[config.mk]
export PLATFORM = sky130hd
export DESIGN_NAME = wbBurstSlave
export DESIGN_NICKNAME = d
export VERILOG_FILES = /design/src/rtl/wbBurstPkg.sv /design/src/rtl/wbBurstCtrl.sv /design/src/rtl/wbBurstData.sv /design/src/rtl/wbBurstSlave.sv
export SDC_FILE = /design/constraint.sdc
export NUM_CORES = 1
export LEC_CHECK = 0
export BUFFER_PORTS_ARGS = -buffer_cell sky130_fd_sc_hd__buf_2
export CAP_MARGIN = 5
export CORE_AREA = 3 3 81 83
export DETAILED_ROUTE_END_ITERATION = 16
export DIE_AREA = 0 0 84 86
export PLACE_DENSITY = 0.58
export SYNTH_ARGS = -nofsm -noshare
export SYNTH_HDL_FRONTEND = slang
export SYNTH_SLANG_ARGS = --single-unit
[constraint.sdc]
create_clock -name clk -period 2.1 [get_ports clk]
set_clock_uncertainty 0.05 [all_clocks]
set_input_delay 0.21 -clock clk [delete_from_list [all_inputs] [get_ports clk]]
set_output_delay 0.21 -clock clk [all_outputs]
set_load 0.05 [all_outputs]
[src/rtl/wbBurstPkg.sv]
package wbBurstPkg;

  typedef enum logic [1:0] {
    ST_IDLE   = 2'd0,
    ST_ACTIVE = 2'd1,
    ST_DRAIN  = 2'd2
  } burstState_t;

  // Strobes from control to datapath
  typedef struct packed {
    logic openBurst;   // capture address, length and direction
    logic takeBeat;    // a beat is accepted this cycle
  } ctrlStrobes_t;

  // Effective length: a zero count still moves one beat
  function automatic logic [31:0] effLen(input logic [31:0] raw);
    return (raw == 32'd0) ? 32'd1 : raw;
  endfunction

endpackage

[src/rtl/wbBurstCtrl.sv]
module wbBurstCtrl
  import wbBurstPkg::*;
(
  input  logic         clk,
  input  logic         rstN,
  input  logic         cycIn,
  input  logic         stbIn,
  input  logic         finalBeat,
  output ctrlStrobes_t strobes,
  output logic         ackQ,
  output logic         lastQ,
  output logic         active
);

  burstState_t stateQ, stateD;

  logic beatOk;

  // A beat is taken only if no acknowledge is outstanding
  assign beatOk = (stateQ == ST_ACTIVE) && cycIn && stbIn && !ackQ;

  always_comb begin
    strobes.openBurst = (stateQ == ST_IDLE) && cycIn;
    strobes.takeBeat  = beatOk;
  end

  assign active = (stateQ == ST_ACTIVE);

  always_comb begin
    stateD = stateQ;
    unique case (stateQ)
      ST_IDLE: begin
        if (cycIn) stateD = ST_ACTIVE;
      end
      ST_ACTIVE: begin
        if (!cycIn)                     stateD = ST_IDLE;
        else if (beatOk && finalBeat)   stateD = ST_DRAIN;
      end
      ST_DRAIN: begin
        if (!cycIn) stateD = ST_IDLE;
      end
      default: stateD = ST_IDLE;
    endcase
  end

  always_ff @(posedge clk) begin
    if (!rstN) begin
      stateQ <= ST_IDLE;
      ackQ   <= 1'b0;
      lastQ  <= 1'b0;
    end else begin
      stateQ <= stateD;
      ackQ   <= beatOk;
      lastQ  <= beatOk && finalBeat;
    end
  end

endmodule

[src/rtl/wbBurstData.sv]
module wbBurstData
  import wbBurstPkg::*;
#(
  parameter int ADDR_W = 8,
  parameter int DATA_W = 16,
  parameter int LEN_W  = 5
) (
  input  logic              clk,
  input  logic              rstN,
  input  ctrlStrobes_t      strobes,
  input  logic [ADDR_W-1:0] adrIn,
  input  logic [LEN_W-1:0]  lenIn,
  input  logic              weIn,
  input  logic [DATA_W-1:0] datIn,
  output logic [ADDR_W-1:0] beatAdr,
  output logic              writeMode,
  output logic              finalBeat,
  output logic              wrEnQ,
  output logic [ADDR_W-1:0] wrAdrQ,
  output logic [DATA_W-1:0] wrDatQ
);

  localparam int REM_W = LEN_W + 1;
  localparam logic [REM_W-1:0] REM_ONE = REM_W'(1);

  logic [ADDR_W-1:0] adrQ;
  logic [REM_W-1:0]  remQ;
  logic              weQ;
  logic [REM_W-1:0]  openLen;

  assign openLen = REM_W'(effLen(32'(lenIn)));

  always_ff @(posedge clk) begin
    if (!rstN) begin
      adrQ <= '0;
      remQ <= '0;
      weQ  <= 1'b0;
    end else if (strobes.openBurst) begin
      adrQ <= adrIn;
      remQ <= openLen;
      weQ  <= weIn;
    end else if (strobes.takeBeat) begin
      adrQ <= adrQ + ADDR_W'(1);
      remQ <= remQ - REM_ONE;
    end
  end

  always_ff @(posedge clk) begin
    if (!rstN) begin
      wrEnQ  <= 1'b0;
      wrAdrQ <= '0;
      wrDatQ <= '0;
    end else begin
      wrEnQ <= strobes.takeBeat && weQ;
      if (strobes.takeBeat && weQ) begin
        wrAdrQ <= adrQ;
        wrDatQ <= datIn;
      end
    end
  end

  assign beatAdr   = adrQ;
  assign writeMode = weQ;
  assign finalBeat = (remQ == REM_ONE);

endmodule

[src/rtl/wbBurstSlave.sv]
module wbBurstSlave
  import wbBurstPkg::*;
#(
  parameter int ADDR_W = 8,
  parameter int DATA_W = 16,
  parameter int LEN_W  = 5
) (
  input  logic              clk,
  input  logic              rstN,
  input  logic              cycIn,
  input  logic              stbIn,
  input  logic              weIn,
  input  logic [ADDR_W-1:0] adrIn,
  input  logic [LEN_W-1:0]  lenIn,
  input  logic [DATA_W-1:0] datIn,
  output logic              ackOut,
  output logic              lastOut,
  output logic [DATA_W-1:0] datOut,
  output logic              wrEnOut,
  output logic [ADDR_W-1:0] wrAdrOut,
  output logic [DATA_W-1:0] wrDatOut,
  output logic              rdEnOut,
  output logic [ADDR_W-1:0] rdAdrOut,
  input  logic [DATA_W-1:0] rdDatIn
);

  ctrlStrobes_t      strobes;
  logic              finalBeat;
  logic              writeMode;
  logic              active;
  logic [ADDR_W-1:0] beatAdr;

  wbBurstCtrl u_ctrl (
    .clk       (clk),
    .rstN      (rstN),
    .cycIn     (cycIn),
    .stbIn     (stbIn),
    .finalBeat (finalBeat),
    .strobes   (strobes),
    .ackQ      (ackOut),
    .lastQ     (lastOut),
    .active    (active)
  );

  wbBurstData #(
    .ADDR_W (ADDR_W),
    .DATA_W (DATA_W),
    .LEN_W  (LEN_W)
  ) u_data (
    .clk       (clk),
    .rstN      (rstN),
    .strobes   (strobes),
    .adrIn     (adrIn),
    .lenIn     (lenIn),
    .weIn      (weIn),
    .datIn     (datIn),
    .beatAdr   (beatAdr),
    .writeMode (writeMode),
    .finalBeat (finalBeat),
    .wrEnQ     (wrEnOut),
    .wrAdrQ    (wrAdrOut),
    .wrDatQ    (wrDatOut)
  );

  // Read request goes out in the accepting cycle; the answer lands with ack
  assign rdEnOut  = strobes.takeBeat && !writeMode && active;
  assign rdAdrOut = beatAdr;
  assign datOut   = (ackOut && !writeMode) ? rdDatIn : '0;

endmodule

**After elaboration in Yosys (flattened, before gate mapping)**

Index checks and enable logic that the tools add are counted.

- Register bits: 44
- Word-level logic and storage cells: 43

- Eq/ne operators: 6
- $add $sub $neg: 2
- Muxes and demuxes: 11
- Reductions and logical operators: 15

Operators with widths:

| operator | number |
|---|---|
| 16-bit 2-to-1 mux | 1 |
| 8-bit 2-to-1 mux | 2 |
| 6-bit 2-to-1 mux | 2 |
| 1-bit logical AND | 9 |
| 8-bit by 1-bit adder with 8-bit output, second input constant | 1 |
| 2-bit 2-to-1 mux | 4 |
| 6-bit by 1-bit equality test with 1-bit output, second input constant | 1 |
| 2-bit one-hot mux with 3 select lines | 1 |
| 6-bit by 1-bit subtractor with 6-bit output, second input constant | 1 |
| 5-bit zero test | 1 |
| 5-bit 2-to-1 mux | 1 |
| 2-bit != test, second input constant | 2 |
| 3-bit by 2-bit != test with 1-bit output, second input constant | 1 |
| 3-bit AND reduction | 1 |
| 2-bit by 1-bit equality test with 1-bit output, second input constant | 1 |
| 2-bit equality test, second input constant | 1 |
| 1-bit zero test | 2 |
| 2-bit zero test | 1 |
| 2-bit nonzero test | 1 |

**Logic depth before layout (Yosys ltp)**

- Word-level depth: 8
- Gate-level depth with buffers: 6
- Mapped depth without buffers: 5

**Hierarchy**

Synthesis repeated with hierarchy kept, for this count alone.

- Cells, all modules: 236
- Area total of the unflattened synthesis: 1978.1 um^2

Modules (own cells, without submodules):

| module | instances | cells each | seq. area each (um^2) | area each (um^2) |
|---|---|---|---|---|
| wbBurstData | 1 | 200 | 800.8 | 1630.3 |
| wbBurstSlave | 1 | 19 | 0.0 | 176.4 |
| wbBurstCtrl | 1 | 17 | 80.1 | 171.4 |

**Worst setup path after synthesis**

No wires, ideal clock.

- Kind: reg2out
- From: register u_ctrl.ackQ
- To: output rdEnOut
- Buffers on the path: 1
- Path slack: 103 ps
- Cell stages (with the launch flop): 5
- Arrival: 1737 ps
- Path through: dfxtp_1 and4bb_1 buf_4 nand2_2 nor2_1

- Word-level cells in the longest chain between the ends: 4

RTL lines:

| element | RTL line | text |
|---|---|---|
| from (decl) | wbBurstCtrl.sv:10 | `output logic ackQ,` |
| from (signal assigned) | wbBurstCtrl.sv:53 | `ackQ <= beatOk;` |
| 1-bit zero test | wbBurstCtrl.sv:20 | `assign beatOk = (stateQ == ST_ACTIVE) && cycIn && stbIn && !ackQ;` |
| 1-bit logical AND | wbBurstCtrl.sv:20 |  |
| 1-bit logical AND (2 in series) | wbBurstSlave.sv:66 | `assign rdEnOut = strobes.takeBeat && !writeMode && active;` |
| to (decl) | wbBurstSlave.sv:22 | `output logic rdEnOut,` |

No other way between the ends.

**Worst setup path in the final report**

- From: register u_ctrl.stateQ[0]
- To: register u_data.adrQ[3] (netlist: u_data.beatAdr[3])

- Word-level cells in the longest chain between the ends: 5
- Elaborated cells between the ends (all ways): 8

RTL lines:

| element | RTL line | text |
|---|---|---|
| from (decl) | wbBurstCtrl.sv:15 | `burstState_t stateQ, stateD;` |
| from (signal assigned) | wbBurstCtrl.sv:52 | `stateQ <= stateD;` |
| 2-bit by 1-bit equality test with 1-bit output | wbBurstCtrl.sv:20 |  |
| 1-bit logical AND (3 in series) | wbBurstCtrl.sv:20 |  |
| 2-bit nonzero test (no line) | - |  |
| to (signal assigned) | wbBurstData.sv:39 | `adrQ <= adrIn;` |
| to (signal assigned) | wbBurstData.sv:43 | `adrQ <= adrQ + ADDR_W'(1);` |
| to (decl) | wbBurstData.sv:26 | `logic [ADDR_W-1:0] adrQ;` |

Parallel ways exist; a longest one is shown, timed or not.
A chain may end at the register's enable or synchronous reset.

==> results.sh <==
export IMPL_yosys_warnings=0
export IMPL_grt_use_total_pct=14.4
export IMPL_synthArstFlopShare_pct=0
export IMPL_layout_common_cells="101 x buf_2, 56 x nand2_1, 44 x dfxtp_1"
export IMPL_power_total_mw=1.76
export IMPL_core_um2=5920
export IMPL_avgSynthCellArea_um2=8.22
export IMPL_drv_cap=0
export IMPL_cp_max_fo=23
export IMPL_hold_viol_final=0
export IMPL_clk_latency_ns=0.29
export IMPL_cts_sinks=44
export IMPL_antenna_found_initial=0
export IMPL_grt_pass1_vias=1771
export IMPL_dp_final_hpwl_um=3820
export IMPL_first_pass_iters=4
export IMPL_slew_headroom_pct=51.4
export IMPL_cts_tree="built"
export IMPL_status="finished, final reports clean"
export IMPL_setup_tns_ns=0
export IMPL_drv_slew=0
export IMPL_die_y_um=86
export IMPL_start_util_pct=32.5
export IMPL_drt_iter0_drc=96
export IMPL_detail_route_wl_per_cell_um=12.6
export IMPL_drc=0
export IMPL_required_ns=2.26
export IMPL_mostFrequentLayoutCell="buf_2"
export IMPL_cp_arrival_ns=1.96
export IMPL_viasPerCell=4.63
export IMPL_cts_setup_buffers=0
export IMPL_num_antenna_cells=0
export IMPL_numCtsBuffers=5
export IMPL_syn2layout_area_growth_pct=35.4
export IMPL_syn_inst=234
export IMPL_cts_resized_gates=0
export IMPL_critical_path_class="register to register"
export IMPL_io_pins=102
export IMPL_gp_congestion=0.724
export IMPL_p_per_area_nw_per_um2=675
export IMPL_cp_start_kind="register"
export IMPL_grt_ovfl_total=0
export IMPL_setup_viol=0
export IMPL_yosys_most_used_dff="dfxtp_1"
export IMPL_grt_first_pass_wirelength_um=8450
export IMPL_timing_hold_ws_ns=0.0920
export IMPL_seq_area_frac_synth_pct=45.8
export IMPL_drive_gt1_share_pct=35.1
export IMPL_hold_buffers=0
export IMPL_nets=385
export IMPL_syn_cell_area_um2=1920
export IMPL_critPathCaptureType="register"
export IMPL_finish_utilization_pct=44.0
export IMPL_cts_root_buffer="clkbuf_8"
export IMPL_synthesis_nets=287
export IMPL_leakagePower_nw=1.19
export IMPL_clockBufferDepth=2
export IMPL_rsz0062_at_grt="false"
export IMPL_hold_path_class="input pin to register"
export IMPL_antenna_left=0
export IMPL_fp_dieArea_um2=7220
export IMPL_ir_drop_uv=267
export IMPL_rows=28
export IMPL_numPortBuffers=101
export IMPL_clock_fmax_ghz=0.557
export IMPL_synth_cell_types=36
export IMPL_synth_edf_count=0
export IMPL_period_needed_ns=1.79
export IMPL_worstMarginPinSlew_ns=0.729
export IMPL_die_x_um=84
export IMPL_htree_levels=2
export IMPL_routed_wl_um=5140
export IMPL_synth_seq_cells=44
export IMPL_vias=1889
export IMPL_grt_max_degree=25
export IMPL_nFillCells=638
export IMPL_min_period_over_period_pct=85.4
export IMPL_path_clk_slew_ns=0.08
synth_stat cells (4+ instances only):
library cell  instances  area share [%]
o21ai_1               6             1.6
clkbuf_1              7             1.4
a21oi_1              36             9.4
buf_4                 4             1.6
and2_1               17             5.5
xor2_1                5             2.3
and3_1                4             1.3
nor2_1                4            0.78
nand3_1               7             1.8
nand2_1              56              11
dfxtp_1              44              46
xnor2_1               5             2.3
o21ai_0               5             1.3
buf_2                 4             1.0
where the power goes:
group	internal [mW]	total (mW)	switching, mW
sequential	0.859	0.891	0.0327
clock	0.353	0.637	0.284
combinational	0.0872	0.231	0.144
final timing paths:
check                          from           endpoint  slack [ns]  cells after the start
hold reg to reg   u_data.wrDatQ[13]  u_data.wrDatQ[13]        0.40                      2
setup reg to reg   u_ctrl.stateQ[0]  u_data.beatAdr[3]        0.31                      3
setup / recovery   u_ctrl.stateQ[0]  u_data.beatAdr[3]        0.31                      3
hold / removal            datIn[13]  u_data.wrDatQ[13]        0.09                      3
final cells by class:
class | count | area, µm² | share of cell area, %
inverters | 3 | 11.3 | 0.432
clock buffers | 6 | 72.6 | 2.79
repair buffers | 106 | 556 | 21.3
multi-input cells | 172 | 956 | 36.7
well taps | 75 | 93.8 | 3.60
flip-flops and latches | 44 | 881 | 33.8
clock inverters | 2 | 35.0 | 1.34
state kept, by name, summed over array words and instances (netlist names):
name              cells
u_data.wrDatQ        16
u_data.beatAdr        8
u_data.wrAdrQ         8
u_data.remQ           6
u_ctrl.stateQ         2
u_ctrl.ackQ           1
u_ctrl.lastQ          1
u_data.wrEnQ          1
u_data.writeMode      1
metrics by stage:
step	setup slack, ns	cells	area [µm²]
5_1_grt	0.128	408	2610
4_1_cts	0.295	408	2610
3_5_place_dp	0.298	400	2500
3_3_place_gp	0.369	400	2500
2_1_floorplan	0.103	234	1920
6_report	0.306	408	2610
cell families after synthesis:
logic type / after synthesis / share of synthesized area, %
xor gates and xnor gates: 10 / 4.55
and+or+nand+nor: 105 / 28.2
DFF: 44 / 45.8
buffers and inverters: 18 / 4.55
adders and majority gates: 3 / 1.95
AOI/OAI and AO/OA: 54 / 15.0
critical path, stage by stage (launching register included):
cell      delay (ns)
dfxtp_1         0.61
or3b_1          0.67
o21ai_0         0.18
a311oi_1        0.21
routing by layer:
| layer | track usage, % | up-vias | routed length (µm) |
|---|---|---|---|
| li1 | - | 990 | - |
| met1 | 18.4 | 841 | 2380 |
| met5 | 0 | - | 0 |
| met3 | 4.03 | 4 | 297 |
| met4 | 5.26 | 0 | 51 |
| met2 | 23.2 | 54 | 2410 |
No activity file was read; power rests on OpenSTA's default activity.
